===== src/rtl/boot_ldr_pkg.sv =====
package boot_ldr_pkg;
   typedef enum logic [1:0] {
      ST_IDLE  = 2'd0,
      ST_FETCH = 2'd1,
      ST_STORE = 2'd2,
      ST_DONE  = 2'd3
   } boot_state_e;
endpackage


===== src/rtl/boot_wait_timer.sv =====
module boot_wait_timer #(
   parameter int WAIT_CYC = 16
) (
   input  logic clk,
   input  logic rst_n,
   input  logic run,
   output logic expire
);
   localparam int CW = (WAIT_CYC > 1) ? $clog2(WAIT_CYC) : 1;

   generate
      if (WAIT_CYC == 1) begin : g_single
         // every strobe cycle ends an access
         assign expire = run;
      end else begin : g_count
         logic [CW-1:0] cnt;
         assign expire = run && (cnt == CW'(WAIT_CYC - 1));
         always_ff @(posedge clk) begin
            if (!rst_n)              cnt <= '0;
            else if (!run || expire) cnt <= '0;
            else                     cnt <= cnt + 1'b1;
         end
      end
   endgenerate
endmodule


===== src/rtl/boot_byte_packer.sv =====
module boot_byte_packer #(
   parameter int BYTE_W = 8,
   parameter int LANES  = 4
) (
   input  logic                    clk,
   input  logic                    rst_n,
   input  logic                    load,
   input  logic [BYTE_W-1:0]       byte_in,
   output logic                    lane_last,
   output logic [LANES*BYTE_W-1:0] word_out
);
   localparam int LW = $clog2(LANES);

   logic [LW-1:0] lane_idx;

   assign lane_last = (lane_idx == LW'(LANES - 1));

   always_ff @(posedge clk) begin
      if (!rst_n)    lane_idx <= '0;
      else if (load) lane_idx <= lane_last ? '0 : lane_idx + 1'b1;
   end

   generate
      for (genvar i = 0; i < LANES; i++) begin : g_lane
         always_ff @(posedge clk) begin
            if (!rst_n)
               word_out[i*BYTE_W +: BYTE_W] <= '0;
            else if (load && lane_idx == LW'(i))
               word_out[i*BYTE_W +: BYTE_W] <= byte_in;
         end
      end
   endgenerate
endmodule


===== src/rtl/boot_seq_ctrl.sv =====
module boot_seq_ctrl
   import boot_ldr_pkg::*;
#(
   parameter int ADDR_W = 24,
   parameter int CNT_W  = 16
) (
   input  logic              clk,
   input  logic              rst_n,
   input  logic [ADDR_W-1:0] cfg_start_addr,
   input  logic [CNT_W-1:0]  cfg_word_count,
   input  logic              byte_done,
   input  logic              lane_last,
   output logic              fetch,
   output logic              store,
   output logic              busy,
   output logic              done,
   output logic [ADDR_W-1:0] byte_ptr,
   output logic [CNT_W-1:0]  word_idx
);
   boot_state_e   state;
   logic [CNT_W-1:0] count_q;

   assign fetch = (state == ST_FETCH);
   assign store = (state == ST_STORE);
   assign busy  = fetch || store;
   assign done  = (state == ST_DONE);

   always_ff @(posedge clk) begin
      if (!rst_n) begin
         state    <= ST_IDLE;
         byte_ptr <= '0;
         word_idx <= '0;
         count_q  <= '0;
      end else begin
         unique case (state)
            ST_IDLE: begin
               byte_ptr <= cfg_start_addr;
               count_q  <= cfg_word_count;
               word_idx <= '0;
               state    <= (cfg_word_count == '0) ? ST_DONE : ST_FETCH;
            end
            ST_FETCH: begin
               if (byte_done) begin
                  byte_ptr <= byte_ptr + 1'b1;
                  if (lane_last) state <= ST_STORE;
               end
            end
            ST_STORE: begin
               word_idx <= word_idx + 1'b1;
               state    <= (word_idx == count_q - 1'b1) ? ST_DONE : ST_FETCH;
            end
            default: state <= ST_DONE;
         endcase
      end
   end
endmodule


===== src/rtl/boot_byte_loader.sv =====
module boot_byte_loader #(
   parameter int ADDR_W        = 24,
   parameter int WORD_W        = 32,
   parameter int CNT_W         = 16,
   parameter int MEM_AW        = 16,
   parameter int WAIT_CYC      = 16,
   parameter bit CS_ACTIVE_LOW = 1'b1
) (
   input  logic              clk,
   input  logic              rst_n,
   input  logic [ADDR_W-1:0] cfg_start_addr,
   input  logic [CNT_W-1:0]  cfg_word_count,
   output logic [ADDR_W-1:0] rom_addr,
   output logic              rom_sel,
   output logic              rom_rd_n,
   input  logic [7:0]        rom_data,
   output logic              mem_wr_valid,
   output logic [MEM_AW-1:0] mem_wr_addr,
   output logic [WORD_W-1:0] mem_wr_data,
   output logic              boot_done
);
   localparam int BYTE_W = 8;
   localparam int LANES  = WORD_W / BYTE_W;

   generate
      if (WORD_W % BYTE_W != 0 || LANES < 2) begin : g_bad_word
         $error("WORD_W must be a multiple of 8 holding at least two bytes");
      end
      if (WAIT_CYC < 1) begin : g_bad_wait
         $error("WAIT_CYC must be at least 1");
      end
      if (CNT_W > MEM_AW) begin : g_bad_cnt
         $error("MEM_AW must cover every word index");
      end
   endgenerate

   logic fetch, store, busy, done, byte_done, lane_last;
   logic [ADDR_W-1:0] byte_ptr;
   logic [CNT_W-1:0]  word_idx;

   boot_seq_ctrl #(.ADDR_W(ADDR_W), .CNT_W(CNT_W)) u_seq (
      .clk            (clk),
      .rst_n          (rst_n),
      .cfg_start_addr (cfg_start_addr),
      .cfg_word_count (cfg_word_count),
      .byte_done      (byte_done),
      .lane_last      (lane_last),
      .fetch          (fetch),
      .store          (store),
      .busy           (busy),
      .done           (done),
      .byte_ptr       (byte_ptr),
      .word_idx       (word_idx)
   );

   boot_wait_timer #(.WAIT_CYC(WAIT_CYC)) u_wait (
      .clk    (clk),
      .rst_n  (rst_n),
      .run    (fetch),
      .expire (byte_done)
   );

   boot_byte_packer #(.BYTE_W(BYTE_W), .LANES(LANES)) u_pack (
      .clk       (clk),
      .rst_n     (rst_n),
      .load      (byte_done),
      .byte_in   (rom_data),
      .lane_last (lane_last),
      .word_out  (mem_wr_data)
   );

   generate
      if (CS_ACTIVE_LOW) begin : g_sel_low
         assign rom_sel = ~busy;
      end else begin : g_sel_high
         assign rom_sel = busy;
      end
   endgenerate

   assign rom_rd_n     = ~fetch;
   assign rom_addr     = byte_ptr;
   assign mem_wr_valid = store;
   assign mem_wr_addr  = MEM_AW'(word_idx);
   assign boot_done    = done;
endmodule


===== config.mk =====
export PLATFORM = sky130hd
export DESIGN_NAME = boot_byte_loader
export DESIGN_NICKNAME = d
export VERILOG_FILES = /design/src/rtl/boot_ldr_pkg.sv /design/src/rtl/boot_wait_timer.sv /design/src/rtl/boot_byte_packer.sv /design/src/rtl/boot_seq_ctrl.sv /design/src/rtl/boot_byte_loader.sv
export SDC_FILE = /design/constraint.sdc
export NUM_CORES = 1
export LEC_CHECK = 0
export BUFFER_PORTS_ARGS = -buffer_cell sky130_fd_sc_hd__buf_4
export CAP_MARGIN = 30
export CORE_MARGIN = 5
export CORE_UTILIZATION = 25
export DETAILED_ROUTE_END_ITERATION = 10
export PLACE_DENSITY_LB_ADDON = 0.08
export SLEW_MARGIN = 25
export SYNTH_ARGS = -nofsm -noshare
export SYNTH_HDL_FRONTEND = slang
export SYNTH_HIERARCHICAL = 1
export SYNTH_SLANG_ARGS = --single-unit

===== constraint.sdc =====
create_clock -name clk -period 4.92 [get_ports clk]
set_clock_uncertainty 0.2 [all_clocks]
set_input_delay 0.246 -clock clk [delete_from_list [all_inputs] [get_ports clk]]
set_output_delay 0.246 -clock clk [all_outputs]
set_load 0.01 [all_outputs]

==> flow_summary.json, run 1 <==
{
  "status": "finished clean",
  "critPathMaxStageDelay_ps": 590,
  "final_nets": 770,
  "ys_seq_elements": 96,
  "clk_latency_ps": 350,
  "holdPathStages": 3,
  "drtPass1Iterations": 4,
  "postSynthAreaPerCell_um2": 8.80,
  "cts_buffers": 9,
  "final_cell_mix": "buf_4, dfxtp_1, nand2_1",
  "ir_worst_vdd_v": 0.000170,
  "max_freq_mhz": 337,
  "critical_path_class": "reg2reg",
  "yosysSeqAreaShare_pct": 38.2,
  "n_fill_cell": 2094,
  "pwr_density_cell_nw_per_um2": 343,
  "initial_core_util_pct": 25.6,
  "fin_crit_ps": 2970,
  "min-delay-start": "cfg_start_addr[15]",
  "seqCellArea_um2": 1920,
  "antenna_found_initial": 0,
  "holdPathEnd": "u_seq/byte_ptr[15]",
  "grt_max_degree": 64,
  "relSlewSlack_pct": 48.2,
  "tritoncts": "done",
  "synth_top_area_share_pct": 38.2,
  "critPathSlowestCell": "and2_1",
  "ys_types": 55,
  "path_max_fanout": 30,
  "avgViaCountPerCell": 4.72,
  "cts.sink_count": 96,
  "crit_family": "simple AND/OR/NAND/NOR gates",
  "syn_to_final_growth_pct": 33.3,
  "diodes": 0,
  "synth-warning-count": 6,
  "htree_levels": 3,
  "leakage_nw": 2.95,
  "reg2reg_depth": 12,
  "rows": 51,
  "synth_area_leaders": "dfxtp_1, mux2i_1, nand2_1",
  "fin_setup_tns_ps": 0,
  "total_power_mw": 2.30,
  "r2r_slack_ps": 1950,
  "crit_buf_inv": 4,
  "required_ps": 5010,
  "rr_startpoint": "u_seq/state[1]",
  "num_vias": 4611,
  "first_iter_violations": 204,
  "cts.path.max_buffers": 2,
  "dieArea_um2": 23100,
  "routedWlPerCell_um": 16.3,
  "place_hpwl_um": 11400,
  "r2r-end": "u_seq/byte_ptr[8]",
  "max_cap_viol_count": 0,
  "core-area_um2": 19700,
  "grt_pass1_vias": 4656,
  "syn_inst": 572,
  "die_h_um": 152,
  "post-route-period-util_pct": 60.4,
  "finalSetupViolCount": 0,
  "drive_gt1_share_pct": 23.5,
  "io_buffers": 125,
  "cp.arrival_ps": 3060,
  "grt_pass1_wl_um": 25600,
  "gp_congestion": 0.785,
  "end_kind": "flop",
  "crit_chain": "inv_1 > ha_1 > buf_4 > inv_1 > nor2_1 > buf_4 > and2_1 > and3_1 > a311oi_1 > a41oi_1 > o21ai_0 > nor2_1",
  "drc": 0,
  "wl_um": 15900,
  "holdCritPathClass": "in2reg",
  "synth_edf_count": 0,
  "final_common_cell": "buf_4",
  "slew_violations": 0,
  "worst-slew-pin-transition_ps": 777,
  "antenna_left": 0,
  "num_io_pins": 126,
  "rsz0062_at_grt": "no",
  "grt_overflow": 0,
  "die_w_um": 152,
  "cp-start-kind": "flop",
  "synthesis.area_um2": 5030,
  "grt_usage_pct": 13.5,
  "root_buffer": "clkbuf_16",
  "finalHoldViolCount": 0,
  "synth_area_leader_cell": "dfxtp_1",
  "clkTransAtPathRegs_ps": 70,
  "synth_nets": 636,
  "synth-main-ff-cell": "dfxtp_1",
  "synthArstFlopShare_pct": 0,
  "multiInputGateArea_um2": 2850
}
## repair_timing
action / 4_1_cts / 5_1_grt
hold buffers: 28 / 0
resized for setup: 0 / 0
setup buffers: 0 / 0
endpoints found under the hold margin: 46 / 0
## cells in the mapped netlist, types with 5 or more instances
cell	n
and2_1	5
nor3_1	11
nand2_1	62
buf_6	5
and4_1	7
and3_1	10
a211oi_1	12
nand2_4	10
o21ai_0	30
a311oi_1	6
xor2_1	9
o22ai_1	5
ha_1	14
a31oi_1	8
nor2_1	48
mux2i_1	58
nor4_1	6
dfxtp_1	96
a21oi_1	27
xnor2_1	15
clkbuf_1	24
nand2b_1	6
nand4_1	12
nand3_1	17
inv_1	15
o21a_1	7
## worst min-delay path: stages
cell and delay [ps]:
buf_4 90, o21ai_0 80, a21oi_1 140
## worst max path at each step
stage | from | to | slack (ps) | cells after the start
2_1_floorplan | u_seq/count_q[0] | u_seq/state[1] | 2530 | 7
3_3_place_gp | u_seq/state[1] | u_seq/byte_ptr[21] | 2010 | 10
3_5_place_dp | u_seq/state[1] | u_seq/byte_ptr[21] | 1970 | 10
4_1_cts | u_seq/state[1] | u_seq/byte_ptr[8] | 1950 | 12
5_1_grt | u_seq/state[1] | u_seq/byte_ptr[21] | 1530 | 10
6_report | u_seq/state[1] | u_seq/byte_ptr[8] | 1950 | 12
## registers in the layout, indices dropped and copies added, names as in the netlist
name                count
u_seq/word_idx         16
u_seq/byte_ptr         24
u_pack/lane_idx         2
u_wait/g_count.cnt      4
u_seq/count_q          16
u_pack/word_out        32
u_seq/state             2
## metrics by stage
| step | setup WS (ps) | area (um2) | utilization [%] | hold WS [ps] | cells |
|---|---|---|---|---|---|
| after global placement | 2010 | 6140 | 31.2 | 231 | 932 |
| final | 1950 | 6710 | 34.1 | 29.4 | 976 |
| after global routing | 1530 | 6710 | 34.1 | 39.8 | 976 |
| after floorplan | 2530 | 5030 | - | 194 | 572 |
| after CTS | 1950 | 6710 | 34.1 | 3.69 | 976 |
| after detailed placement | 1970 | 6140 | 31.2 | 242 | 932 |
## routing by layer
metal / global-route usage (%) / routed length (um) / up-vias
li1: - / - / 2325
met1: 16.6 / 7230 / 2176
met2: 23.5 / 7760 / 94
met3: 4.20 / 746 / 16
met4: 2.74 / 195 / 0
met5: 0 / 0 / -
## cell type report
class,count,area share (%)
Clock buffer,9,3.36
Clock inverter,7,0.914
Inverter,15,0.840
Multi-Input combinational cell,426,42.6
Sequential cell,96,28.7
Tap cell,265,4.94
Timing Repair Buffer,158,18.7
## cell families (layout without fill, tap and decap cells)
| logic type | count (synthesis) | count (layout) | share of synthesized area [%] |
|---|---|---|---|
| AO/OA/AOI/OAI | 109 | 109 | 13.7 |
| XOR/XNOR | 24 | 24 | 4.18 |
| adder cells (fa/ha/maj) | 14 | 14 | 3.48 |
| buffers and inverters | 50 | 189 | 5.07 |
| flip-flops | 96 | 96 | 38.2 |
| multiplexers | 59 | 59 | 11.8 |
| AND/OR/NAND/NOR | 220 | 220 | 23.7 |
## power by group
part	leakage, nW	switching, mW	internal (mW)
combinational	2.03	0.349	0.297
sequential	0.782	0.106	0.851
clock	0.141	0.344	0.355
Power figures use the tool's default switching activity.
==> run 2: changes to the inputs <==
==> constraint.sdc (replaced) <==
create_clock -name clk -period 2.6 [get_ports clk]
set_clock_uncertainty 0.2 [all_clocks]
set_input_delay 0.13 -clock clk [delete_from_list [all_inputs] [get_ports clk]]
set_output_delay 0.13 -clock clk [all_outputs]
set_load 0.01 [all_outputs]
==> flow_summary.json, run 2 (synthesis results as in run 1) <==
{
  "ir_worst_vdd_v": 0.000324,
  "final_common_cell": "buf_4",
  "grt_max_degree": 59,
  "finalHoldViolCount": 0,
  "grt_pass1_vias": 4716,
  "largest_register": "u_pack/word_out",
  "critPathMaxStageDelay_ps": 620,
  "leakage_nw": 3.17,
  "final_cell_mix": "buf_4, dfxtp_1, nand2_1",
  "grt_overflow": 0,
  "antenna_left": 0,
  "post-route-period-util_pct": 94.4,
  "total_power_mw": 4.44,
  "first_iter_violations": 183,
  "wl_um": 16100,
  "cts.sink_count": 96,
  "cts_buffers": 9,
  "crit_chain": "or4_4 > nor3_4 > xnor2_1 > or4_1 > nor4_2 > a31o_1",
  "status": "finished clean",
  "num_io_pins": 126,
  "num_vias": 4812,
  "holdPathStages": 4,
  "critPathSlowestCell": "or4_4",
  "grt_pass1_wl_um": 25600,
  "top_regs": "u_pack/word_out (32), u_seq/byte_ptr (24)",
  "clk_latency_ps": 350,
  "cp.depth": 6,
  "gp_congestion": 0.841,
  "largest_reg_flops": 32,
  "max_freq_mhz": 407,
  "critical_path_class": "reg2reg",
  "htree_levels": 3,
  "drtPass1Iterations": 7,
  "place_area_um2": 6330,
  "drive_gt1_share_pct": 25.6,
  "tritoncts": "done",
  "avgViaCountPerCell": 4.72,
  "cp.arrival_ps": 2540,
  "pwr_density_cell_nw_per_um2": 625,
  "diodes": 0,
  "path_max_fanout": 8,
  "finalInstanceArea_um2": 7100,
  "worst-slew-pin-transition_ps": 706,
  "holdCritPathClass": "in2reg",
  "grt_usage_pct": 13.5,
  "cts.path.max_buffers": 2,
  "place_hpwl_um": 12100,
  "fin_util_pct": 36.1,
  "required_ps": 2690,
  "cp-start-kind": "flop",
  "final.hold.worst_slack_ps": 26.0,
  "root_buffer": "clkbuf_16",
  "slew_violations": 0,
  "routedWlPerCell_um": 15.7,
  "crit_family": "simple AND/OR/NAND/NOR gates",
  "io_buffers": 125,
  "antenna_found_initial": 0,
  "relSlewSlack_pct": 52.9,
  "initial_core_util_pct": 25.6,
  "rows": 51,
  "clkTransAtPathRegs_ps": 70,
  "die_w_um": 152,
  "fin_setup_tns_ps": 0,
  "reg2reg_depth": 6,
  "fin_crit_ps": 2460,
  "core-area_um2": 19700,
  "max_cap_viol_count": 0,
  "dieArea_um2": 23100,
  "rsz0062_at_grt": "no",
  "final_nets": 814,
  "drc": 0,
  "crit_buf_inv": 0,
  "end_kind": "flop",
  "finalSetupViolCount": 0,
  "die_h_um": 152,
  "syn_to_final_growth_pct": 41.1
}
## run 2: worst register-to-register path, stage by stage (launching register included)
cell,delay (ps)
dfxtp_1,350
or4_4,620
nor3_4,210
xnor2_1,80
or4_1,520
nor4_2,260
a31o_1,160
## run 2: final timing paths
check                     endpoint                  start  slack [ps]
max                 u_seq/state[1]       u_seq/count_q[0]         140
min             u_seq/byte_ptr[12]     cfg_start_addr[12]          30
max reg2reg         u_seq/state[1]       u_seq/count_q[0]         140
min reg2reg  u_wait/g_count.cnt[0]  u_wait/g_count.cnt[0]         260
## run 2: report_power, final
| part | switching, mW | internal, mW |
|---|---|---|
| Combinational | 0.687 | 0.630 |
| Clock | 0.632 | 0.698 |
| Sequential | 0.181 | 1.61 |
## run 2: area by class of cell
class / instances / area (um2)
clock buffers: 10 / 239
clock inverters: 6 / 56.3
fillers: 2119 / 12600
inverters: 15 / 56.3
multi-input cells: 426 / 2860
flip-flops and latches: 96 / 1920
well taps: 265 / 332
repair buffers: 202 / 1630
## run 2: stage by stage
step / instances / setup slack, ps
finish: 1020 / 145
global route: 1020 / 2.40
CTS: 1020 / 142
detailed placement: 957 / 166
global placement: 957 / 153
floorplan: 572 / 212
## run 2: routing by layer
layer	global-route usage (%)	share of wire, %
met3	3.64	4.2
met5	0	0
met2	23.0	49
met1	17.1	45
met4	2.87	1.1
## run 2: timing repair
action                                  in CTS  in global routing
resized for setup                            0                  1
hold buffers                                47                  0
buffers inserted                             0                  0
hold endpoints to repair                    73                  0
endpoints found under the setup margin       0                  1
==> run 3: changes to the inputs <==
--- a/config.mk
+++ b/config.mk
@@ -5,6 +5,7 @@
 export SDC_FILE = /design/constraint.sdc
 export NUM_CORES = 1
 export LEC_CHECK = 0
+export ABC_AREA = 1
 export BUFFER_PORTS_ARGS = -buffer_cell sky130_fd_sc_hd__buf_4
 export CAP_MARGIN = 30
 export CORE_MARGIN = 5
==> flow_summary.json, run 3 <==
{
  "synthesis.area_um2": 5570,
  "initial_core_util_pct": 25.4,
  "drc": 0,
  "grt_max_degree": 43,
  "status": "finished clean",
  "pwr_density_cell_nw_per_um2": 625,
  "reg2reg_depth": 10,
  "worst-slew-pin-transition_ps": 566,
  "gp_congestion": 0.808,
  "slew_violations": 0,
  "diodes": 0,
  "finalInstanceArea_um2": 7540,
  "cts.sink_count": 96,
  "fin_setup_tns_ps": 0,
  "tritoncts": "done",
  "max_freq_mhz": 439,
  "synthArstFlopShare_pct": 0,
  "num_io_pins": 126,
  "leakage_nw": 3.51,
  "core-area_um2": 21900,
  "place_area_um2": 6780,
  "largest_reg_flops": 32,
  "final_nets": 1058,
  "ir_worst_vdd_v": 0.000335,
  "max_cap_viol_count": 0,
  "ys_seq_elements": 96,
  "cp-start-kind": "flop",
  "rows": 54,
  "grt_pass1_wl_um": 30200,
  "antenna_left": 0,
  "holdCritPathClass": "in2reg",
  "clk_latency_ps": 350,
  "final_common_cell": "nand2_1",
  "final.hold.worst_slack_ps": 17.6,
  "end_kind": "flop",
  "finalHoldViolCount": 0,
  "post-route-period-util_pct": 87.7,
  "fin_util_pct": 34.5,
  "cts_resized": 0,
  "place_hpwl_um": 13500,
  "grt_usage_pct": 14.5,
  "path_max_fanout": 25,
  "routedWlPerCell_um": 14.4,
  "fin_crit_ps": 2280,
  "syn_to_final_growth_pct": 35.5,
  "holdPathStages": 4,
  "fin_cells": 1279,
  "required_ps": 2660,
  "yosysSeqAreaShare_pct": 34.5,
  "first_iter_violations": 289,
  "critical_path_class": "reg2reg",
  "synth-main-ff-cell": "dfxtp_1",
  "relSlewSlack_pct": 62.2,
  "root_buffer": "clkbuf_16",
  "synthTopCellsByCount": "nand2_1, nor2_1, dfxtp_1",
  "die_h_um": 159,
  "synth-warning-count": 6,
  "htree_levels": 3,
  "wl_um": 18400,
  "dp_cells": 1216,
  "synth_nets": 892,
  "synth_area_leader_cell": "dfxtp_1",
  "cp.arrival_ps": 2340,
  "top_regs": "u_pack/word_out (32), u_seq/byte_ptr (24)",
  "syn_inst": 828,
  "clkTransAtPathRegs_ps": 60,
  "worst_slack_ps": 320,
  "total_power_mw": 4.72,
  "grt_overflow": 0,
  "num_vias": 5680,
  "postSynthAreaPerCell_um2": 6.72,
  "dieArea_um2": 25300,
  "die_w_um": 159,
  "largest_register": "u_pack/word_out",
  "rsz0062_at_grt": "no",
  "synth_edf_count": 0,
  "finalSetupViolCount": 0,
  "ys_types": 46,
  "avgViaCountPerCell": 4.44,
  "drive_gt1_share_pct": 21.1,
  "final_cell_mix": "nand2_1, buf_4, nor2_1",
  "synth_area_leaders": "dfxtp_1, nand2_1, nor2_1",
  "cts_buffers": 9,
  "grt_pass1_vias": 5660,
  "pre_cts_slack_ps": 294,
  "io_buffers": 125,
  "antenna_found_initial": 0,
  "synth_top_area_share_pct": 34.5,
  "cts.path.max_buffers": 2,
  "synth.most_common_cell": "nand2_1",
  "drtPass1Iterations": 4
}
==> run 3: cell families (layout without fill, tap and decap cells) <==
family	after synthesis	after routing	synth area share, %
adder cells (fa/ha/maj)	14	14	3.15
flip-flops	96	96	34.5
buffers and inverters	137	308	10.3
AND/OR/NAND/NOR	437	437	36.2
XOR/XNOR	19	19	2.99
AO/OA/AOI/OAI	125	125	12.8
==> run 3: power by group <==
part	internal, mW	switching, mW
Clock	0.773	0.607
Combinational	0.592	0.894
Sequential	1.63	0.224
Total	2.99	1.72
==> run 3: worst max-delay path, stage by stage, from the launching register on <==
cell	delay, ps
dfxtp_1	340
inv_1	100
ha_1	270
inv_1	60
nor2_1	160
nand2_2	110
inv_2	160
nor2_4	60
inv_2	360
o21ai_0	160
a211oi_1	210
==> run 3: path summary, 6_finish.rpt <==
path         slack (ps)                    end                  start
max                 320      u_seq/byte_ptr[4]         u_seq/state[1]
min                  20      u_seq/byte_ptr[4]      cfg_start_addr[4]
max reg2reg         320      u_seq/byte_ptr[4]         u_seq/state[1]
min reg2reg         260  u_wait/g_count.cnt[0]  u_wait/g_count.cnt[0]
==> run 3: repair_timing <==
action,in CTS,in global routing
hold endpoints to repair,70,0
setup buffers,0,0
hold buffers,47,0
==> run 3: cell type report <==
cell class,count,area [um2]
fillers,2416,14300
repair buffers,181,1490
inverters,111,417
clock inverters,5,53.8
well taps,280,350
flip-flops and latches,96,1920
clock buffers,11,243
multi-input cells,595,3070
==> run 3: metal layers <==
metal,track usage (%),up-vias,wire [um]
li1,-,2975,-
met1,19.3,2598,8600
met2,23.6,92,8760
met3,3.42,15,749
met4,3.57,0,244
met5,0,-,0
